[src/rtl/addc_pkg.sv]
// Package: shared widths and encoding constants for the add-carrying slice.
// Assumes MSB-first field numbering is mapped onto [31:0] with bit 0 at [31].
package addc_pkg;
    localparam int WORD_W  = 32;
    localparam int REG_NUM = 32;
    localparam int IDX_W   = $clog2(REG_NUM);
    localparam logic [5:0] PRIMARY_OP  = 6'd31;
    localparam logic [8:0] EXTENDED_OP = 9'd10;

    typedef struct packed {
        logic [IDX_W-1:0] dst;
        logic [IDX_W-1:0] src_a;
        logic [IDX_W-1:0] src_b;
        logic             ovf_en;
        logic             rec_en;
    } instr_fields_t;
endpackage

[src/rtl/addc_decode.sv]
// Module: addc_decode
// Splits the instruction word into its fields and tests the two opcode fields.
// Assumes a 32-bit word; purely combinational.
module addc_decode
    import addc_pkg::*;
(
    input  logic [31:0]   word,
    input  logic          valid,
    output instr_fields_t fields,
    output logic          accept,
    output logic          bad
);
    logic op_match;

    // Extract fields and compare opcodes.
    always_comb begin
        fields.dst    = word[25:21];
        fields.src_a  = word[20:16];
        fields.src_b  = word[15:11];
        fields.ovf_en = word[10];
        fields.rec_en = word[0];
        op_match      = (word[31:26] == PRIMARY_OP) && (word[9:1] == EXTENDED_OP);
        accept        = valid && op_match;
        bad           = valid && !op_match;
    end
endmodule

[src/rtl/addc_adder.sv]
// Module: addc_adder
// W-bit adder reporting unsigned carry out and signed overflow.
// The carry into the top bit is produced separately so overflow is the
// xor of carry-in and carry-out of the sign position.
module addc_adder #(
    parameter int W = 32
) (
    input  logic [W-1:0] op_a,
    input  logic [W-1:0] op_b,
    output logic [W-1:0] sum,
    output logic         carry_out,
    output logic         overflow
);
    logic [W-1:0] low_sum;
    logic         carry_into_msb;
    logic         msb_sum;

    // Add the low bits, then the sign bit with its incoming carry.
    always_comb begin
        low_sum        = {1'b0, op_a[W-2:0]} + {1'b0, op_b[W-2:0]};
        carry_into_msb = low_sum[W-1];
        msb_sum        = op_a[W-1] ^ op_b[W-1] ^ carry_into_msb;
        carry_out      = (op_a[W-1] & op_b[W-1]) |
                         ((op_a[W-1] ^ op_b[W-1]) & carry_into_msb);
        overflow       = carry_into_msb ^ carry_out;
        sum            = {msb_sum, low_sum[W-2:0]};
    end
endmodule

[src/rtl/addc_regfile.sv]
// Module: addc_regfile
// Register file with two combinational instruction read ports, one read-back
// port and one write port shared by the instruction and the preload path.
// A preload takes priority over an instruction write. Contents are not reset.
module addc_regfile #(
    parameter int W = 32,
    parameter int N = 32,
    localparam int IW = $clog2(N)
) (
    input  logic          clk,
    input  logic [IW-1:0] ra_idx,
    output logic [W-1:0]  ra_data,
    input  logic [IW-1:0] rb_idx,
    output logic [W-1:0]  rb_data,
    input  logic [IW-1:0] rc_idx,
    output logic [W-1:0]  rc_data,
    input  logic          wr_en,
    input  logic [IW-1:0] wr_idx,
    input  logic [W-1:0]  wr_data,
    input  logic          ld_en,
    input  logic [IW-1:0] ld_idx,
    input  logic [W-1:0]  ld_data
);
    logic [W-1:0] regs [N];

    // Each entry is written by the preload first, else by the instruction.
    for (genvar g = 0; g < N; g++) begin : g_entry
        always_ff @(posedge clk) begin
            if (ld_en && ld_idx == IW'(g))
                regs[g] <= ld_data;
            else if (wr_en && wr_idx == IW'(g))
                regs[g] <= wr_data;
        end
    end

    // Combinational reads.
    always_comb begin
        ra_data = regs[ra_idx];
        rb_data = regs[rb_idx];
        rc_data = regs[rc_idx];
    end
endmodule

[src/rtl/addc_status.sv]
// Module: addc_status
// Holds the exception flags {so, ov, ca} and the condition field
// {lt, gt, eq, so}. Carry is always written by an accepted instruction;
// ov/so only when ovf_en; the condition field only when rec_en.
// A status preload wins over the instruction. Synchronous active-low reset.
module addc_status #(
    parameter int W = 32
) (
    input  logic         clk,
    input  logic         rst_n,
    input  logic         upd,
    input  logic         ovf_en,
    input  logic         rec_en,
    input  logic         ca_in,
    input  logic         ov_in,
    input  logic [W-1:0] result,
    input  logic         ld_en,
    input  logic [2:0]   ld_data,
    output logic [2:0]   flags,
    output logic [3:0]   cond
);
    logic so_next;
    logic lt_n, gt_n, eq_n;

    // Next summary overflow and signed compare with zero.
    always_comb begin
        so_next = ovf_en ? (flags[2] | ov_in) : flags[2];
        lt_n    = result[W-1];
        eq_n    = (result == '0);
        gt_n    = !lt_n && !eq_n;
    end

    // Exception flag register.
    always_ff @(posedge clk) begin
        if (!rst_n)
            flags <= 3'b000;
        else if (ld_en)
            flags <= ld_data;
        else if (upd) begin
            flags[0] <= ca_in;
            if (ovf_en) begin
                flags[1] <= ov_in;
                flags[2] <= so_next;
            end
        end
    end

    // Condition field register.
    always_ff @(posedge clk) begin
        if (!rst_n)
            cond <= 4'b0000;
        else if (upd && rec_en)
            cond <= {lt_n, gt_n, eq_n, so_next};
    end

    AST_SO_STICKY: assert property (@(posedge clk) disable iff (!rst_n)
        (flags[2] && !ld_en) |=> flags[2]);
    AST_OE_OFF_HOLD: assert property (@(posedge clk) disable iff (!rst_n)
        (upd && !ovf_en && !ld_en) |=> $stable(flags[2:1]));
    AST_REC_OFF_HOLD: assert property (@(posedge clk) disable iff (!rst_n)
        (!(upd && rec_en)) |=> $stable(cond));
    AST_ONE_RELATION: assert property (@(posedge clk) disable iff (!rst_n)
        (upd && rec_en) |=> $onehot(cond[3:1]));
    AST_COND_SO_COPY: assert property (@(posedge clk) disable iff (!rst_n)
        (upd && rec_en && !ld_en) |=> (cond[0] == flags[2]));
endmodule

[src/rtl/addc_exec_unit.sv]
// Module: addc_exec_unit
// Single-cycle execute slice for the add-with-carry-out instruction.
// Decode, register read and add are combinational; the register write and
// all flag updates happen on the next rising edge. Preload ports serve test.
module addc_exec_unit
    import addc_pkg::*;
(
    input  logic              clk,
    input  logic              rst_n,
    input  logic              instr_valid,
    input  logic [31:0]       instr_word,
    output logic              illegal,
    input  logic              gpr_load_en,
    input  logic [IDX_W-1:0]  gpr_load_idx,
    input  logic [WORD_W-1:0] gpr_load_data,
    input  logic              stat_load_en,
    input  logic [2:0]        stat_load_data,
    input  logic [IDX_W-1:0]  rd_idx,
    output logic [WORD_W-1:0] rd_data,
    output logic [2:0]        status_flags,
    output logic [3:0]        cond_bits
);
    instr_fields_t     fld;
    logic              fire;
    logic [WORD_W-1:0] opa, opb, sum;
    logic              carry, ovf;

    addc_decode u_dec (
        .word   (instr_word),
        .valid  (instr_valid),
        .fields (fld),
        .accept (fire),
        .bad    (illegal)
    );

    addc_regfile #(.W(WORD_W), .N(REG_NUM)) u_rf (
        .clk     (clk),
        .ra_idx  (fld.src_a),
        .ra_data (opa),
        .rb_idx  (fld.src_b),
        .rb_data (opb),
        .rc_idx  (rd_idx),
        .rc_data (rd_data),
        .wr_en   (fire),
        .wr_idx  (fld.dst),
        .wr_data (sum),
        .ld_en   (gpr_load_en),
        .ld_idx  (gpr_load_idx),
        .ld_data (gpr_load_data)
    );

    addc_adder #(.W(WORD_W)) u_add (
        .op_a      (opa),
        .op_b      (opb),
        .sum       (sum),
        .carry_out (carry),
        .overflow  (ovf)
    );

    addc_status #(.W(WORD_W)) u_stat (
        .clk     (clk),
        .rst_n   (rst_n),
        .upd     (fire),
        .ovf_en  (fld.ovf_en),
        .rec_en  (fld.rec_en),
        .ca_in   (carry),
        .ov_in   (ovf),
        .result  (sum),
        .ld_en   (stat_load_en),
        .ld_data (stat_load_data),
        .flags   (status_flags),
        .cond    (cond_bits)
    );

    AST_ILLEGAL_QUIET: assert property (@(posedge clk) disable iff (!rst_n)
        (illegal && !stat_load_en) |=> ($stable(status_flags) && $stable(cond_bits)));
    AST_DECODE_EXCL: assert property (@(posedge clk) disable iff (!rst_n)
        !(illegal && fire));
    AST_RESET_CLEAR: assert property (@(posedge clk)
        !rst_n |=> (status_flags == 3'b000 && cond_bits == 4'b0000));
endmodule

[config.mk]
export PLATFORM = sky130hd
export DESIGN_NAME = addc_exec_unit
export DESIGN_NICKNAME = d
export VERILOG_FILES = /design/src/rtl/addc_pkg.sv /design/src/rtl/addc_decode.sv /design/src/rtl/addc_adder.sv /design/src/rtl/addc_regfile.sv /design/src/rtl/addc_status.sv /design/src/rtl/addc_exec_unit.sv
export SDC_FILE = /design/constraint.sdc
export NUM_CORES = 2
export LEC_CHECK = 0
export ABC_CLOCK_PERIOD_IN_PS = 9900
export CORE_MARGIN = 3
export CORE_UTILIZATION = 39
export DETAILED_ROUTE_END_ITERATION = 7
export DONT_BUFFER_PORTS = 1
export SKIP_LAST_GASP = 1
export SLEW_MARGIN = 20
export SYNTH_ARGS = -nofsm -noshare
export SYNTH_HDL_FRONTEND = slang
export SYNTH_SLANG_ARGS = --single-unit
[constraint.sdc]
create_clock -name clk -period 9.9 [get_ports clk]
set_input_delay 1.485 -clock clk [delete_from_list [all_inputs] [get_ports clk]]
set_output_delay 1.485 -clock clk [all_outputs]
set_load 0.01 [all_outputs]
After elaboration in Yosys (flattened, before gate mapping)
Memories as Yosys holds them, arrays and structs flattened.
Cells that the tools add are included.

storage, ports and cells
  flip-flop bits (word level) = 7
  latch bits = 0
  memory bits (writable) = 1024
  ROM bits = 0
  logic and storage cells = 382
  memories kept = 1

operators by class
  $add $sub $neg = 1
  multipliers = 0
  divide/modulo/power cells = 0
  magnitude comparators = 0
  eq/ne operators = 64
  shift operators = 0
  muxes and demuxes = 196
  bitwise logic cells = 39
  reduce and logical (&&, ||, !) cells = 78

memory list
  memory     depth  width  rd ports  clocked after Yosys merged registers in  write ports  line                text
  u_rf.regs  32     32     3         0                                        32           addc_regfile.sv:24  logic [W-1:0] regs [N];

operator list
  cell                                                              count
  32-bit 2-to-1 mux                                                 32
  1-bit 2-to-1 mux                                                  161
  5-bit == test (second input constant)                             32
  5-bit by 4-bit == test with 1-bit output (second input constant)  16
  1-bit logical AND                                                 69
  5-bit by 3-bit == test with 1-bit output (second input constant)  8
  1-bit bitwise OR                                                  34
  31-bit by 31-bit adder with 32-bit output                         1
  32-bit zero test                                                  1
  5-bit by 2-bit == test with 1-bit output (second input constant)  4
  5-bit by 1-bit == test with 1-bit output (second input constant)  2
  5-bit zero test                                                   2
  9-bit by 4-bit == test with 1-bit output (second input constant)  1
  6-bit by 5-bit == test with 1-bit output (second input constant)  1
  3-bit 2-to-1 mux                                                  2
  2-bit nonzero test                                                2
  1-bit zero test                                                   3
  1-bit bitwise XOR                                                 3
  1-bit bitwise AND                                                 2
  2-bit 2-to-1 mux                                                  1
  2-bit AND reduction                                               1

Longest topological paths before layout
An unclocked memory read counts as a cell.

  word-level depth = 10
  gate-level depth with buffers = 21
  mapped depth without buffers = 17

Cells and area by module
From an unflattened synthesis, not the netlist that was laid out.

second synthesis, totals
  cell total of the unflattened synthesis = 6288
  area total of the unflattened synthesis = 73106.4 µm²

modules (own cells, without submodules)
  module        instances  cells each  area each (µm²)  seq. area each (µm²)
  addc_regfile  1          5982        70830.4          30749.5
  addc_adder    1          241         1724.2           0.0
  addc_status   1          40          359.1            140.1
  addc_decode   1          25          192.7            0.0

Worst setup path before layout
OpenSTA, ideal clock, no wires.

  kind = input to register
  start = input instr_word[16]
  end = register u_stat.cond[1]
  arrival = 7.149 ns
  slack = 2.691 ns
  stages on the path = 21
  path buffers = 4
  path through = clkbuf_1 clkbuf_1 buf_1 mux4_2 mux4_2 mux2_2 ha_1 clkbuf_1 nand2_1 o21ai_0 o32ai_1 a31oi_1 a2111oi_2 o31a_2 fa_1 and4_1 nand4_1 nor4b_2 nand4_1 nor4_2 a41o_1

on the way
  cells in the longest elaborated chain, start to end = 4
  elaborated cells on any way between the ends = 5

ends and longest elaborated chain
  what                                                                                   line                                text
  from (decl)                                                                            addc_exec_unit.sv:11                input logic [31:0] instr_word,
  memory 32 x 32 bit (*)                                                                 --
  31-bit by 31-bit adder with 32-bit output / 1-bit bitwise XOR (equally long branches)  addc_adder.sv:20, addc_adder.sv:22
  1-bit bitwise XOR                                                                      addc_adder.sv:22                    msb_sum = op_a[W-1] ^ op_b[W-1] ^ carry_into_msb;
  32-bit zero test (*)                                                                   addc_status.sv:29                   eq_n = (result == '0);
  to (signal assigned)                                                                   addc_status.sv:53                   cond <= {lt_n, gt_n, eq_n, so_next};
  to (decl)                                                                              addc_status.sv:20                   output logic [3:0] cond

Every way passes the cells marked *; elsewhere a longest branch is shown, timed or not.
A chain may end at the register's enable or synchronous reset.

Worst setup path in the final report
  start = input instr_word[11]
  end = register u_stat.cond[1]

Same word-level chain as after synthesis.

==> results.rst <==
.. list-table::
   :header-rows: 1

   * - Metric
     - Value
   * - Run status
     - completed
   * - CP peak stage delay
     - 860 ps
   * - Maximum root-to-sink buffer count
     - 3
   * - Initial standard-cell utilization of the core
     - just under 40%
   * - Count of filler cells inserted in the layout
     - between 15000 and 20000
   * - RSZ-0062 raised after global routing
     - no
   * - Largest family of logic cells by synthesized area
     - multiplexers
   * - Critical path startpoint category
     - input pin
   * - Portion of total power attributed to combinational logic
     - between 10% and 20%
   * - CP delay by family, top
     - simple AND/OR/NAND/NOR gates
   * - Type of element capturing the critical path
     - flip-flop
   * - Count of flip-flops with a built-in enable after synthesis
     - about 1000
   * - Commonest register cell after synthesis
     - sky130_fd_sc_hd__edfxtp_1
   * - Adder and majority cell fraction of the synthesized area
     - less than 1%
   * - H-tree depth
     - 3
   * - Iter 0 DRT Violations
     - around 8400
   * - Peak supply drop
     - about 0.00016 V
   * - Number of nets in the synthesized netlist
     - 5290
   * - Leakage
     - approximately 25 nW
   * - Cell variety after synth
     - 75
   * - Syn-to-layout area delta
     - 8.51%
   * - Via count of the first global-routing pass
     - 47500
   * - Proportion of power drawn by flip-flops and latches
     - between 40% and 50%
   * - Buffers plus inverters on the worst setup path
     - 0
   * - Floorplan die area
     - 180000 µm²
   * - Share of post-route cells with drive strength above 1
     - 30.6%
   * - Final critical-path required period
     - 7690 ps
   * - Cell repeated most along the worst path
     - sky130_fd_sc_hd__nand4_1
   * - Total power per unit cell area
     - 157 nW/µm²
   * - Seq/Total Area, Yosys
     - 45.4%
   * - Slew Limit Fails
     - 0
   * - Total GRT Usage
     - between 20% and 30%
   * - Resized Gates After CTS
     - 0
   * - Number of standard cells after synthesis
     - 5175
   * - Fmax
     - between 100 and 150 MHz
   * - Net Sw Power
     - 3.39 mW
   * - Hold Crit Depth
     - 2
   * - Number of buffers created by CTS
     - 116
   * - Largest net degree at the start of global routing
     - 257
   * - Hold/Removal Path Class
     - reg -> reg
   * - Total number of nets in the final design
     - 4852
   * - Remaining global-route overflow
     - 0
   * - 1st-pass router iterations
     - 8
   * - Synth Area in XOR/XNOR
     - 0.362%
   * - Routed vias
     - 49400
   * - Arrival time at the worst endpoint
     - around 8400 ps
   * - Summed negative setup slack over all endpoints
     - 0 ps
   * - Total count of hold-check failures in the final report
     - 0
   * - Final weighted congestion in routability-driven placement
     - a little under 0.9
   * - Top-level port count
     - 122
   * - Wire length reported by the detailed router
     - 264000 µm
   * - Post-route fraction of the period consumed by the critical path
     - 77.7%
   * - CP Depth
     - 17
   * - Slew at the pin closest to its max-slew limit
     - 1290 ps
   * - Post-detailed-route DRC marker count
     - 0
   * - Average footprint of a synthesized cell
     - 13.2 µm²
   * - Clock-pin slew on the worst setup and hold paths
     - 60 ps
   * - Layout Skew
     - ~90 ps
   * - Total power
     - 11.6 mW
   * - Crit path kind
     - in -> reg
   * - Area share of and/or/nand/nor cells after synthesis
     - roughly 7.3%
   * - I/O Buffers
     - 0
   * - Global-route wire length before repair
     - 364000 µm
   * - Routed wire length per instance
     - approximately 37 µm
   * - TritonCTS clock tree
     - done
   * - DIE HEIGHT
     - 424 µm
   * - Detailed-placement wirelength estimate
     - 135000 µm
   * - Cell Int Power
     - 8.24 mW
   * - Post-synthesis cell area
     - 68100 µm²
   * - Switching part of the total power
     - 29.2%
   * - Yosys Warn Count
     - 0
   * - Proportion of synthesized area in mux cells
     - 34.4%
   * - Max-slew headroom
     - between 10 and 15%
   * - Number of placement rows
     - 152
   * - Number of vias per cell after detailed routing
     - 6.91
   * - Skew-Pair Late Insertion Delay
     - 800 ps
   * - CP cell instances
     - mux4_2 -> mux4_2 -> mux2_2 -> ha_1 -> nand2_1 -> nor2_1 -> nand4_1 -> a31oi_1 -> a2111oi_2 -> o31a_2 -> fa_1 -> and4_1 -> nand4_1 -> nor4b_2 -> nand4_1 -> nor4_2 -> a41o_1
   * - TritonCTS sink count
     - 1031
   * - Share of async-settable or async-resettable flops after synthesis
     - 0%
   * - Initial antenna violation count
     - 7
   * - Register bit count reported by yosys
     - 1031
   * - Post-synthesis compound-gate area fraction
     - 8.39%
   * - Hold_buf cts
     - 0
   * - Slowest CP cell
     - sky130_fd_sc_hd__mux4_2
   * - CTS Root Cell
     - sky130_fd_sc_hd__clkbuf_16
   * - Critical path required time
     - 10570 ps
   * - Register-to-Register Path Depth
     - 17
   * - Post-CTS setup-driven buffer insertion count
     - 0
   * - Core area
     - 172000 µm²
   * - Clk network pwr share
     - roughly 39%
   * - Max-cap violation count
     - 0
   * - Count of endpoints failing setup in the final report
     - 0
   * - CP Max Fanout
     - 256
   * - Die Wd
     - 424 µm
   * - Post-Route Utilization
     - 42.8%
   * - Post-DRT Antenna Nets
     - 0
[cell usage in the layout (no fill, tap or decap), drive strengths merged, types with 12 or more instances in the layout]
cell type and instances:
diode 12, xnor2 12, clkbuf 127, edfxtp 1024
bufinv 15, mux4 960, clkinv 62, nor2 49
buf 73, mux2 158, ha 31, nand2 1070
o21ai 998, a21oi 36, nand3 38, nand4 13
[per-stage QoR]
stage,cell area [µm²],worst slack (ps),hold slack (ps),cells
6_report,73900,2210,605,7155
5_1_grt,73900,2460,652,7146
4_1_cts,73800,2900,612,7142
3_5_place_dp,69900,2150,599,6928
3_3_place_gp,69900,2190,596,6927
2_1_floorplan,68100,2690,538,5175
[flip-flops by register name, indices dropped and copies added, names as in the netlist]
name and count:
u_rf.regs 1024, u_stat.cond 4, u_stat.flags 3
[tightest hold or removal path, stage by stage, from the launching register on]
cell	delay, ps
sky130_fd_sc_hd__dfxtp_1	400
sky130_fd_sc_hd__a211oi_1	70
sky130_fd_sc_hd__nor2_1	90
[final cells by class]
type	instances	area (µm²)	area share (%)
tap	2310	2890	3.91
sequential	1031	30900	41.8
clock buffer	127	2940	3.98
clock inverter	87	917	1.24
multi-input combinational	3509	35600	48.2
timing repair buffer	73	588	0.796
inverter	6	22.5	0.0305
antenna	12	30.0	0.0406
[cells in the mapped netlist (all sizes together), types with 11 or more instances]
cell | instances | area (µm²)
nand3 | 38 | 190
clkbuf | 457 | 1720
xnor2 | 12 | 135
nand4 | 13 | 81.3
mux4 | 960 | 21600
a21oi | 36 | 188
buf | 172 | 669
nor2b | 11 | 68.8
nor2 | 49 | 186
mux2 | 158 | 1780
nand2 | 1070 | 4020
xor2 | 11 | 111
ha | 31 | 388
o21ai | 998 | 5000
edfxtp | 1024 | 30700
[final timing paths]
| kind | from | endpoint | slack (ps) |
|---|---|---|---|
| worst max-delay path | instr_word[11] | u_stat.cond[1]$_SDFFE_PN0P_ | 2210 |
| worst min-delay path | u_stat.flags[2]$_SDFFE_PN0P_ | u_stat.cond[0]$_SDFFE_PN0P_ | 610 |
| worst max register to register | u_rf.regs[23][2]$_DFFE_PP_ | u_stat.cond[1]$_SDFFE_PN0P_ | 3330 |
| worst min register to register | u_stat.flags[2]$_SDFFE_PN0P_ | u_stat.cond[0]$_SDFFE_PN0P_ | 610 |
[per-layer routing]
layer	part of all wire (%)	vias to the layer above	global-route usage (%)	routed length [µm]
li1	-	19600	-	-
met4	6.9	4	16.9	18200
met5	0.0095	-	0	25
met2	45	3990	44.5	119000
met1	34	24900	36.6	91000
met3	14	906	8.26	36100
[power by group through the flow]
stage	Sequential [mW]	Combinational (mW)	Clock, mW
final	4.89	2.26	4.48
after global routing	4.89	2.39	4.67
after CTS	4.89	2.21	4.50
after detailed placement	4.98	2.21	0
after global placement	4.97	2.18	0
after floorplan	4.97	1.72	0
[logic make-up after synthesis]
kind of cell             after synthesis
AND/OR/NAND/NOR                     1237
flip-flops                          1031
buffers and inverters                635
multiplexers                        1122
AO/OA/AOI/OAI                       1094
adder cells (fa/ha/maj)               33
XOR/XNOR                              23
No activity file was read; power rests on OpenSTA's default activity.
